## config.mk

```make
export PLATFORM = sky130hd
export DESIGN_NAME = seg_addr_gen
export DESIGN_NICKNAME = d
export VERILOG_FILES = /design/src/rtl/seg_agu_pkg.sv /design/src/rtl/seg_base_file.sv /design/src/rtl/seg_pick.sv /design/src/rtl/seg_addr_add.sv /design/src/rtl/seg_addr_gen.sv
export SDC_FILE = /design/constraint.sdc
export NUM_CORES = 1
export LEC_CHECK = 0
export ABC_CLOCK_PERIOD_IN_PS = 6700
export BUFFER_PORTS_ARGS = -buffer_cell sky130_fd_sc_hd__buf_2
export CAP_MARGIN = 10
export CORE_ASPECT_RATIO = 0.8
export CORE_MARGIN = 2
export CORE_UTILIZATION = 61
export CTS_CLUSTER_DIAMETER = 60
export DETAILED_ROUTE_END_ITERATION = 12
export PLACE_DENSITY = 0.95
export SYNTH_ARGS = -nofsm -noshare
export SYNTH_HDL_FRONTEND = slang
export SYNTH_SLANG_ARGS = --single-unit
```

## constraint.sdc

```tcl
create_clock -name clk -period 6.7 [get_ports clk]
set_clock_uncertainty 0.15 [all_clocks]
set_input_delay 1.34 -clock clk [delete_from_list [all_inputs] [get_ports clk]]
set_output_delay 1.34 -clock clk [all_outputs]
set_load 0.05 [all_outputs]
```

## src/rtl/seg_agu_pkg.sv

```systemverilog
package seg_agu_pkg;

    typedef enum logic [1:0] {
        SEG_CODE  = 2'd0,
        SEG_DATA  = 2'd1,
        SEG_STACK = 2'd2,
        SEG_EXTRA = 2'd3
    } seg_id_e;

    typedef enum logic [2:0] {
        PTR_IP     = 3'd0,
        PTR_SP     = 3'd1,
        PTR_BP     = 3'd2,
        PTR_SI     = 3'd3,
        PTR_DI     = 3'd4,
        PTR_BX     = 3'd5,
        PTR_DIRECT = 3'd6,
        PTR_SPARE  = 3'd7
    } ptr_id_e;

    typedef enum logic {
        ST_IDLE = 1'b0,
        ST_DONE = 1'b1
    } agu_state_e;

    localparam int SEG_COUNT = 4;

endpackage

```

## src/rtl/seg_base_file.sv

```systemverilog
module seg_base_file #(
    parameter int DATA_W = 16,
    parameter int NUM_SEG = 4,
    localparam int SEL_W = $clog2(NUM_SEG)
) (
    input  logic                             clk,
    input  logic                             rst_n,
    input  logic                             wr_en,
    input  logic [SEL_W-1:0]                 wr_sel,
    input  logic [DATA_W-1:0]                wr_data,
    output logic [NUM_SEG-1:0][DATA_W-1:0]   bases
);

    for (genvar g = 0; g < NUM_SEG; g++) begin : g_base
        always_ff @(posedge clk) begin
            if (!rst_n) begin
                bases[g] <= '0;
            end else if (wr_en && (wr_sel == SEL_W'(g))) begin
                bases[g] <= wr_data;
            end
        end
    end

    // a write is visible on the following cycle
    assert_write_lands_R9: assert property (@(posedge clk) disable iff (!rst_n)
        wr_en |=> bases[$past(wr_sel)] == $past(wr_data));

    // without a write every base keeps its value
    assert_bases_steady_R10: assert property (@(posedge clk) disable iff (!rst_n)
        !wr_en |=> $stable(bases));

endmodule

```

## src/rtl/seg_pick.sv

```systemverilog
module seg_pick
    import seg_agu_pkg::*;
(
    input  ptr_id_e  ptr,
    input  logic     str_dst,
    input  logic     ovr_valid,
    input  seg_id_e  ovr_seg,
    output seg_id_e  chosen
);

    seg_id_e dflt;
    logic    locked;

    always_comb begin
        dflt   = SEG_DATA;
        locked = 1'b0;
        unique case (ptr)
            PTR_IP: begin
                dflt   = SEG_CODE;
                locked = 1'b1;
            end
            PTR_SP, PTR_BP: dflt = SEG_STACK;
            PTR_DI: begin
                if (str_dst) begin
                    dflt   = SEG_EXTRA;
                    locked = 1'b1;
                end else begin
                    dflt = SEG_DATA;
                end
            end
            PTR_SI, PTR_BX, PTR_DIRECT, PTR_SPARE: dflt = SEG_DATA;
        endcase
    end

    always_comb begin
        chosen = (ovr_valid && !locked) ? ovr_seg : dflt;
    end

    // instruction fetches stay in the code segment
    always_comb begin
        if (ptr == PTR_IP) begin
            assert_ip_code_R3: assert (chosen == SEG_CODE);
        end
    end

endmodule

```

## src/rtl/seg_addr_add.sv

```systemverilog
module seg_addr_add #(
    parameter int OFS_W = 16,
    parameter int SHIFT = 4,
    localparam int AW = OFS_W + SHIFT
) (
    input  logic [OFS_W-1:0] seg_base,
    input  logic [OFS_W-1:0] ofs,
    output logic [AW-1:0]    phys
);

    logic [AW-1:0] shifted;
    logic [AW-1:0] widened;

    always_comb begin
        shifted = {seg_base, {SHIFT{1'b0}}};
        widened = {{SHIFT{1'b0}}, ofs};
        phys    = shifted + widened;
    end

endmodule

```

## src/rtl/seg_addr_gen.sv

```systemverilog
module seg_addr_gen
    import seg_agu_pkg::*;
#(
    parameter int OFS_W = 16,
    parameter int SHIFT = 4,
    localparam int AW = OFS_W + SHIFT,
    localparam int SEL_W = $clog2(SEG_COUNT)
) (
    input  logic             clk,
    input  logic             rst_n,
    input  logic             seg_we,
    input  logic [SEL_W-1:0] seg_wsel,
    input  logic [OFS_W-1:0] seg_wdata,
    input  logic             req,
    input  logic [OFS_W-1:0] offset,
    input  logic [2:0]       base_sel,
    input  logic             str_dst,
    input  logic             ovr_valid,
    input  logic [SEL_W-1:0] ovr_seg,
    output logic [AW-1:0]    addr_out,
    output logic             addr_valid
);

    logic [SEG_COUNT-1:0][OFS_W-1:0] bases;
    seg_id_e                         pick;
    logic [OFS_W-1:0]                base_val;
    logic [AW-1:0]                   phys_d;
    agu_state_e                      state, state_nx;

    seg_base_file #(.DATA_W(OFS_W), .NUM_SEG(SEG_COUNT)) u_bases (
        .clk     (clk),
        .rst_n   (rst_n),
        .wr_en   (seg_we),
        .wr_sel  (seg_wsel),
        .wr_data (seg_wdata),
        .bases   (bases)
    );

    seg_pick u_pick (
        .ptr       (ptr_id_e'(base_sel)),
        .str_dst   (str_dst),
        .ovr_valid (ovr_valid),
        .ovr_seg   (seg_id_e'(ovr_seg)),
        .chosen    (pick)
    );

    always_comb begin
        base_val = bases[pick];
    end

    seg_addr_add #(.OFS_W(OFS_W), .SHIFT(SHIFT)) u_add (
        .seg_base (base_val),
        .ofs      (offset),
        .phys     (phys_d)
    );

    // state register
    always_ff @(posedge clk) begin
        if (!rst_n) begin
            state <= ST_IDLE;
        end else begin
            state <= state_nx;
        end
    end

    always_comb begin
        state_nx = state;
        unique case (state)
            ST_IDLE: state_nx = req ? ST_DONE : ST_IDLE;
            ST_DONE: state_nx = req ? ST_DONE : ST_IDLE;
        endcase
    end

    // address capture
    always_ff @(posedge clk) begin
        if (!rst_n) begin
            addr_out <= '0;
        end else if (req) begin
            addr_out <= phys_d;
        end
    end

    // outputs
    always_comb begin
        addr_valid = (state == ST_DONE);
    end

    assert_valid_after_req_R8: assert property (@(posedge clk) disable iff (!rst_n)
        req |=> addr_valid);

    assert_no_spurious_valid_R8: assert property (@(posedge clk) disable iff (!rst_n)
        !req |=> !addr_valid);

    assert_hold_addr_R8: assert property (@(posedge clk) disable iff (!rst_n)
        !req |=> $stable(addr_out));

    assert_ip_addr_R3: assert property (@(posedge clk) disable iff (!rst_n)
        (req && base_sel == 3'(PTR_IP)) |=>
            addr_out == AW'({$past(bases[0]), {SHIFT{1'b0}}}) + AW'($past(offset)));

    assert_strdst_extra_R6: assert property (@(posedge clk) disable iff (!rst_n)
        (req && base_sel == 3'(PTR_DI) && str_dst) |=>
            addr_out == AW'({$past(bases[3]), {SHIFT{1'b0}}}) + AW'($past(offset)));

endmodule

```

Yosys cells after proc, flatten, opt, wreduce, memory -nomap -nowiden --
Index checks and enable logic that the tools add are counted.
Storage, ports and cells: output and inout port bits 21, memories kept 0, input bits 45, bits in registers 85, bits in read-only memories 0, word-level logic and storage cells 36, latch bits 0, memory bits (writable) 0
Cells by class: equal/unequal tests 10, mux-type cells 8, $add $sub $neg 1, bitwise operators 0, shift-type cells 0, multiply operators 0, reductions and logical operators 10, divide/modulo/power cells 0, magnitude comparators 1
Operators with widths (number):
- $bmux W16 S2 | 1
- $add A20 B16 Y20 | 1
- $mux W16 | 1
- $eq A3 B3 Y1 const B | 4
- $pmux W2 S4 | 1
- $eq A3 B2 Y1 const B | 2
- $logic_and A1 B1 Y1 | 5
- $eq A2 B2 Y1 const B | 2
- $mux W2 | 2
- $reduce_or A4 Y1 | 1
- $eq A3 B1 Y1 const B | 1
- $logic_not A3 Y1 | 1
- $lt A2 B3 Y1 const B | 1
- $eq A2 B1 Y1 const B | 1
- $logic_not A2 Y1 | 1
- $mux W1 | 2
- $pmux W1 S2 | 1
- $reduce_or A2 Y1 | 1
- $logic_not A1 Y1 | 1

Depth between registers and ports, before layout --
depth after elaboration 8, depth in mapped cells 17, mapped depth without buffers 15

Hierarchy --
Synthesis repeated with hierarchy kept, for this count alone.
Unflattened totals: cells, all modules 437, area, all modules 4488.1 µm²
Modules (own cells, without submodules):
- seg_base_file | cells each 228, instances 1, area each 2368.5 µm², sequential area each 1281.2 µm²
- seg_addr_gen | cells each 87, instances 1, area each 1202.4 µm², sequential area each 420.4 µm²
- seg_addr_add | cells each 108, instances 1, area each 820.8 µm², sequential area each 0.0 µm²
- seg_pick | cells each 14, instances 1, area each 96.3 µm², sequential area each 0.0 µm²

Worst setup path before layout --
No wires, ideal clock.
path kind input to register, start in base_sel[0], end reg addr_out[18], data arrival time 4.532 ns, library setup time 0.074 ns, required time 6.476 ns, cell stages on the path 17, buffers on the path 3, path slack 1.944 ns, path through and3b_1 -> a31oi_1 -> o22ai_1 -> buf_2 -> clkbuf_1 -> clkbuf_1 -> nand2_1 -> a31oi_1 -> ha_1 -> fa_1 -> a211oi_1 -> nor2_1 -> o211ai_1 -> a31o_2 -> or3_1 -> or3_1 -> a31oi_1
On the way: word-level cells in the longest chain between the ends 8, elaborated cells on any way between the ends 18, those cells by class add/sub (1); eq/ne (7); mux (5); reduce/logical (5)
RTL lines:
- start: declaration | line seg_addr_gen.sv:16 | input logic [2:0] base_sel,
- parallel branches: the longest is 4 deep, another holds $reduce_or A4 Y1
- $mux W2 (*) | line seg_pick.sv:36 | chosen = (ovr_valid && !locked) ? ovr_seg : dflt;
- $bmux W16 S2 (*) | line seg_addr_gen.sv:48 | base_val = bases[pick];
- $mux W16 (implied by the code) (*) | line seg_addr_gen.sv:48
- $add A20 B16 Y20 (*) | line seg_addr_add.sv:17 | phys = shifted + widened;
- end signal: assignment | line seg_addr_gen.sv:79 | addr_out <= phys_d;
- end: declaration | line seg_addr_gen.sv:20 | output logic [AW-1:0] addr_out,
Every way passes the cells marked *. The select of a mux whose other input is x is not followed. A chain may end at the register's enable or synchronous reset.

Worst setup path after layout --
Ends and elaborated chain as after synthesis.

==> results_dict.tcl <==
set metrics [dict create \
    ys_seq_area_share_pct 41.1 \
    synthCells 535 \
    finalSetupViolCount 0 \
    worst_slew_pin_slew_ns 0.940 \
    drt_pass1_iterations 5 \
    hold_ws_ns 0.306 \
    grt_util_all_layers_pct 30.5 \
    vias_per_cell 6.04 \
    placedCellCount 656 \
    status "finished clean" \
    start_util_pct 63.9 \
    multi_input_area_sq_um 2280 \
    grt_pass1_wl_microns 17700 \
    max_freq_mhz 188 \
    gp_congestion 0.993 \
    post-route-util_pct 72.2 \
    port_buffers 65 \
    core_sq_um 6470 \
    avgSynthCellArea_sq_um 7.73 \
    nets 642 \
    synth-async-reset-ratio_pct 0 \
    ant_nets 0 \
    dieWidth_microns 96.1 \
    antennaDiodeCount 0 \
    hold_viol 0 \
    cp_max_fo 29 \
    clockBufferDepth 2 \
    cts_hold_buf 0 \
    power_density_nw_per_um2 254 \
    worstSetupEndpointType "flop" \
    start_kind "input port" \
    drcViolationCount 0 \
    period_minus_slack_ns 5.33 \
    stdcell_count 672 \
    rsz0062_at_grt "false" \
    finalCritPeriodShare_pct 79.6 \
    wl_microns 11000 \
    p_leak_nw 1.93 \
    synth-warning-count 0 \
    relSlewSlack_pct 37.3 \
    rows 26 \
    area_growth_pct 13.0 \
    slew_viol_final 0 \
    postCtsSetupBuffers 0 \
    arrival_ns 5.46 \
    cts_buffers 9 \
    clk-insertion-delay-late_ns 0.36 \
    post_drt_wl_per_cell_microns 16.3 \
    cts_tree "built" \
    pre_cts_slack_ns 1.08 \
    clkSinkCount 85 \
    die_area_sq_um 7460 \
    ctsResizeCount 0 \
    grt_max_degree 82 \
    hold_class "reg -> reg" \
    antenna_found_initial 0 \
    grt_overflow_total 0 \
    die_y_microns 77.7 \
    syn-num-nets 594 \
    ios 66 \
    max_cap_violations 0 \
    synth.cell_area_sq_um 4140 \
    ys_seq_elements 85 \
    required_ns 6.83 \
    register_area_sq_um 1700 \
    synthFlopType "dfxtp_1" \
    drive_gt1_share_pct 15.8 \
    synth_cell_type_count 50 \
    root_buffer "clkbuf_8" \
    cts_max_level 3 \
    setup_ws_ns 1.37 \
    via_count 4062 \
    peakVddDrop_mv 0.172 \
    drt_iter0_markers 416 \
    nFillCells 483 \
    synth_edf_count 0 \
    finalSetupTns_ns 0 \
    clkTransAtPathRegs_ns 0.08 \
    grt_pass1_vias 3871 \
    crit_type "in -> reg" \
    dp_hpwl_microns 7440 \
]
[stage by stage]
stage,total power [mW],cell area [sq um]
after floorplan,0.748,4140
after global placement,0.809,4470
after detailed placement,0.821,4470
after CTS,1.18,4670
after global routing,1.23,4670
final,1.19,4670
[cell type report]
cell class                 instances  share of cell area (%)
multi-input combinational        410                    48.8
sequential                        85                    36.4
timing repair buffer              69                    7.60
clock buffer                      13                    3.40
tap                               84                    2.25
clock inverter                     3                   0.937
inverter                           8                   0.642
[power breakdown]
group | switching [mW] | internal (mW) | leakage (nW) | total, mW
combinational | 0.184 | 0.0898 | 1.13 | 0.274
clock | 0.175 | 0.193 | 0.104 | 0.368
sequential | 0.0132 | 0.531 | 0.694 | 0.544
[synth_stat cells, drive strengths merged, types with 2 or more instances]
master | count | area, sq um
nand2 | 162 | 611
dfxtp | 85 | 1700
a21oi | 74 | 370
clkbuf | 29 | 109
nor2 | 25 | 93.8
mux2i | 20 | 200
a211oi | 17 | 128
a31oi | 16 | 100
and2 | 13 | 81.3
ha | 13 | 163
o21ai | 12 | 60.1
inv | 8 | 30.0
nand3 | 7 | 35.0
xnor2 | 5 | 43.8
xor2 | 4 | 35.0
a21o | 3 | 22.5
and3 | 3 | 18.8
buf | 3 | 16.3
mux2 | 3 | 41.3
nor3b | 3 | 22.5
or3 | 3 | 18.8
a21boi | 2 | 15.0
and3b | 2 | 17.5
nor3 | 2 | 10.0
o211ai | 2 | 15.0
[path summary, 6_finish.rpt]
| check | start | endpoint | slack (ns) | cells past startpoint |
|---|---|---|---|---|
| max | base_sel[0] | addr_out[18] | 1.37 | 16 |
| min | u_bases.bases[46] | u_bases.bases[46] | 0.31 | 2 |
| max reg2reg | u_bases.bases[34] | addr_out[18] | 3.48 | 11 |
| min reg2reg | u_bases.bases[46] | u_bases.bases[46] | 0.31 | 2 |
[registers in the layout, summed over array words and instances, names as in the netlist]
name / flops
u_bases.bases: 64
addr_valid: 1
addr_out: 20
[kinds of logic after synthesis]
group	after synthesis	share of synthesized area, %
simple gates	227	23.1
mux	23	5.84
compound gates	137	19.8
xor+xnor	9	1.91
buf+inv	40	3.75
flops	85	41.1
fa+ha+maj	14	4.42
[cells in the final DEF, fill, tap and decap left out, types with 3 or more instances in the layout]
master / synthesis / routed
nand2_1: 161 / 161
dfxtp_1: 85 / 85
a21oi_1: 74 / 74
buf_2: 1 / 65
nor2_1: 25 / 25
mux2i_1: 20 / 20
a211oi_1: 17 / 17
a31oi_1: 16 / 16
and2_1: 13 / 13
ha_1: 13 / 13
o21ai_0: 11 / 11
clkbuf_8: 0 / 11
inv_1: 7 / 7
nand3_1: 7 / 7
xnor2_1: 5 / 5
xor2_1: 4 / 4
buf_4: 1 / 4
a21o_1: 3 / 3
nor3b_1: 3 / 3
and3_1: 3 / 3
or3_1: 3 / 3
[worst max-delay path: stages]
cell and delay, ns:
buf_2 0.13, nor3_1 0.23, a21oi_1 0.07, o22ai_1 0.14, buf_4 0.31, inv_1 0.48
a211oi_1 0.42, a31oi_1 0.10, ha_1 0.44, a211oi_1 0.11, nor2_1 0.25, o211ai_1 0.22
a31o_2 0.26, or3_1 0.40, or3_1 0.36, a31oi_1 0.18
[layer usage]
metal	global-route usage (%)	wire length, microns	vias to the layer above
met3	5.92	915	35
met4	13.4	317	0
met2	51.7	5440	223
met1	37.0	4300	1879
met5	0	0	-
li1	-	-	1925
(Power assumes the default switching activity.)
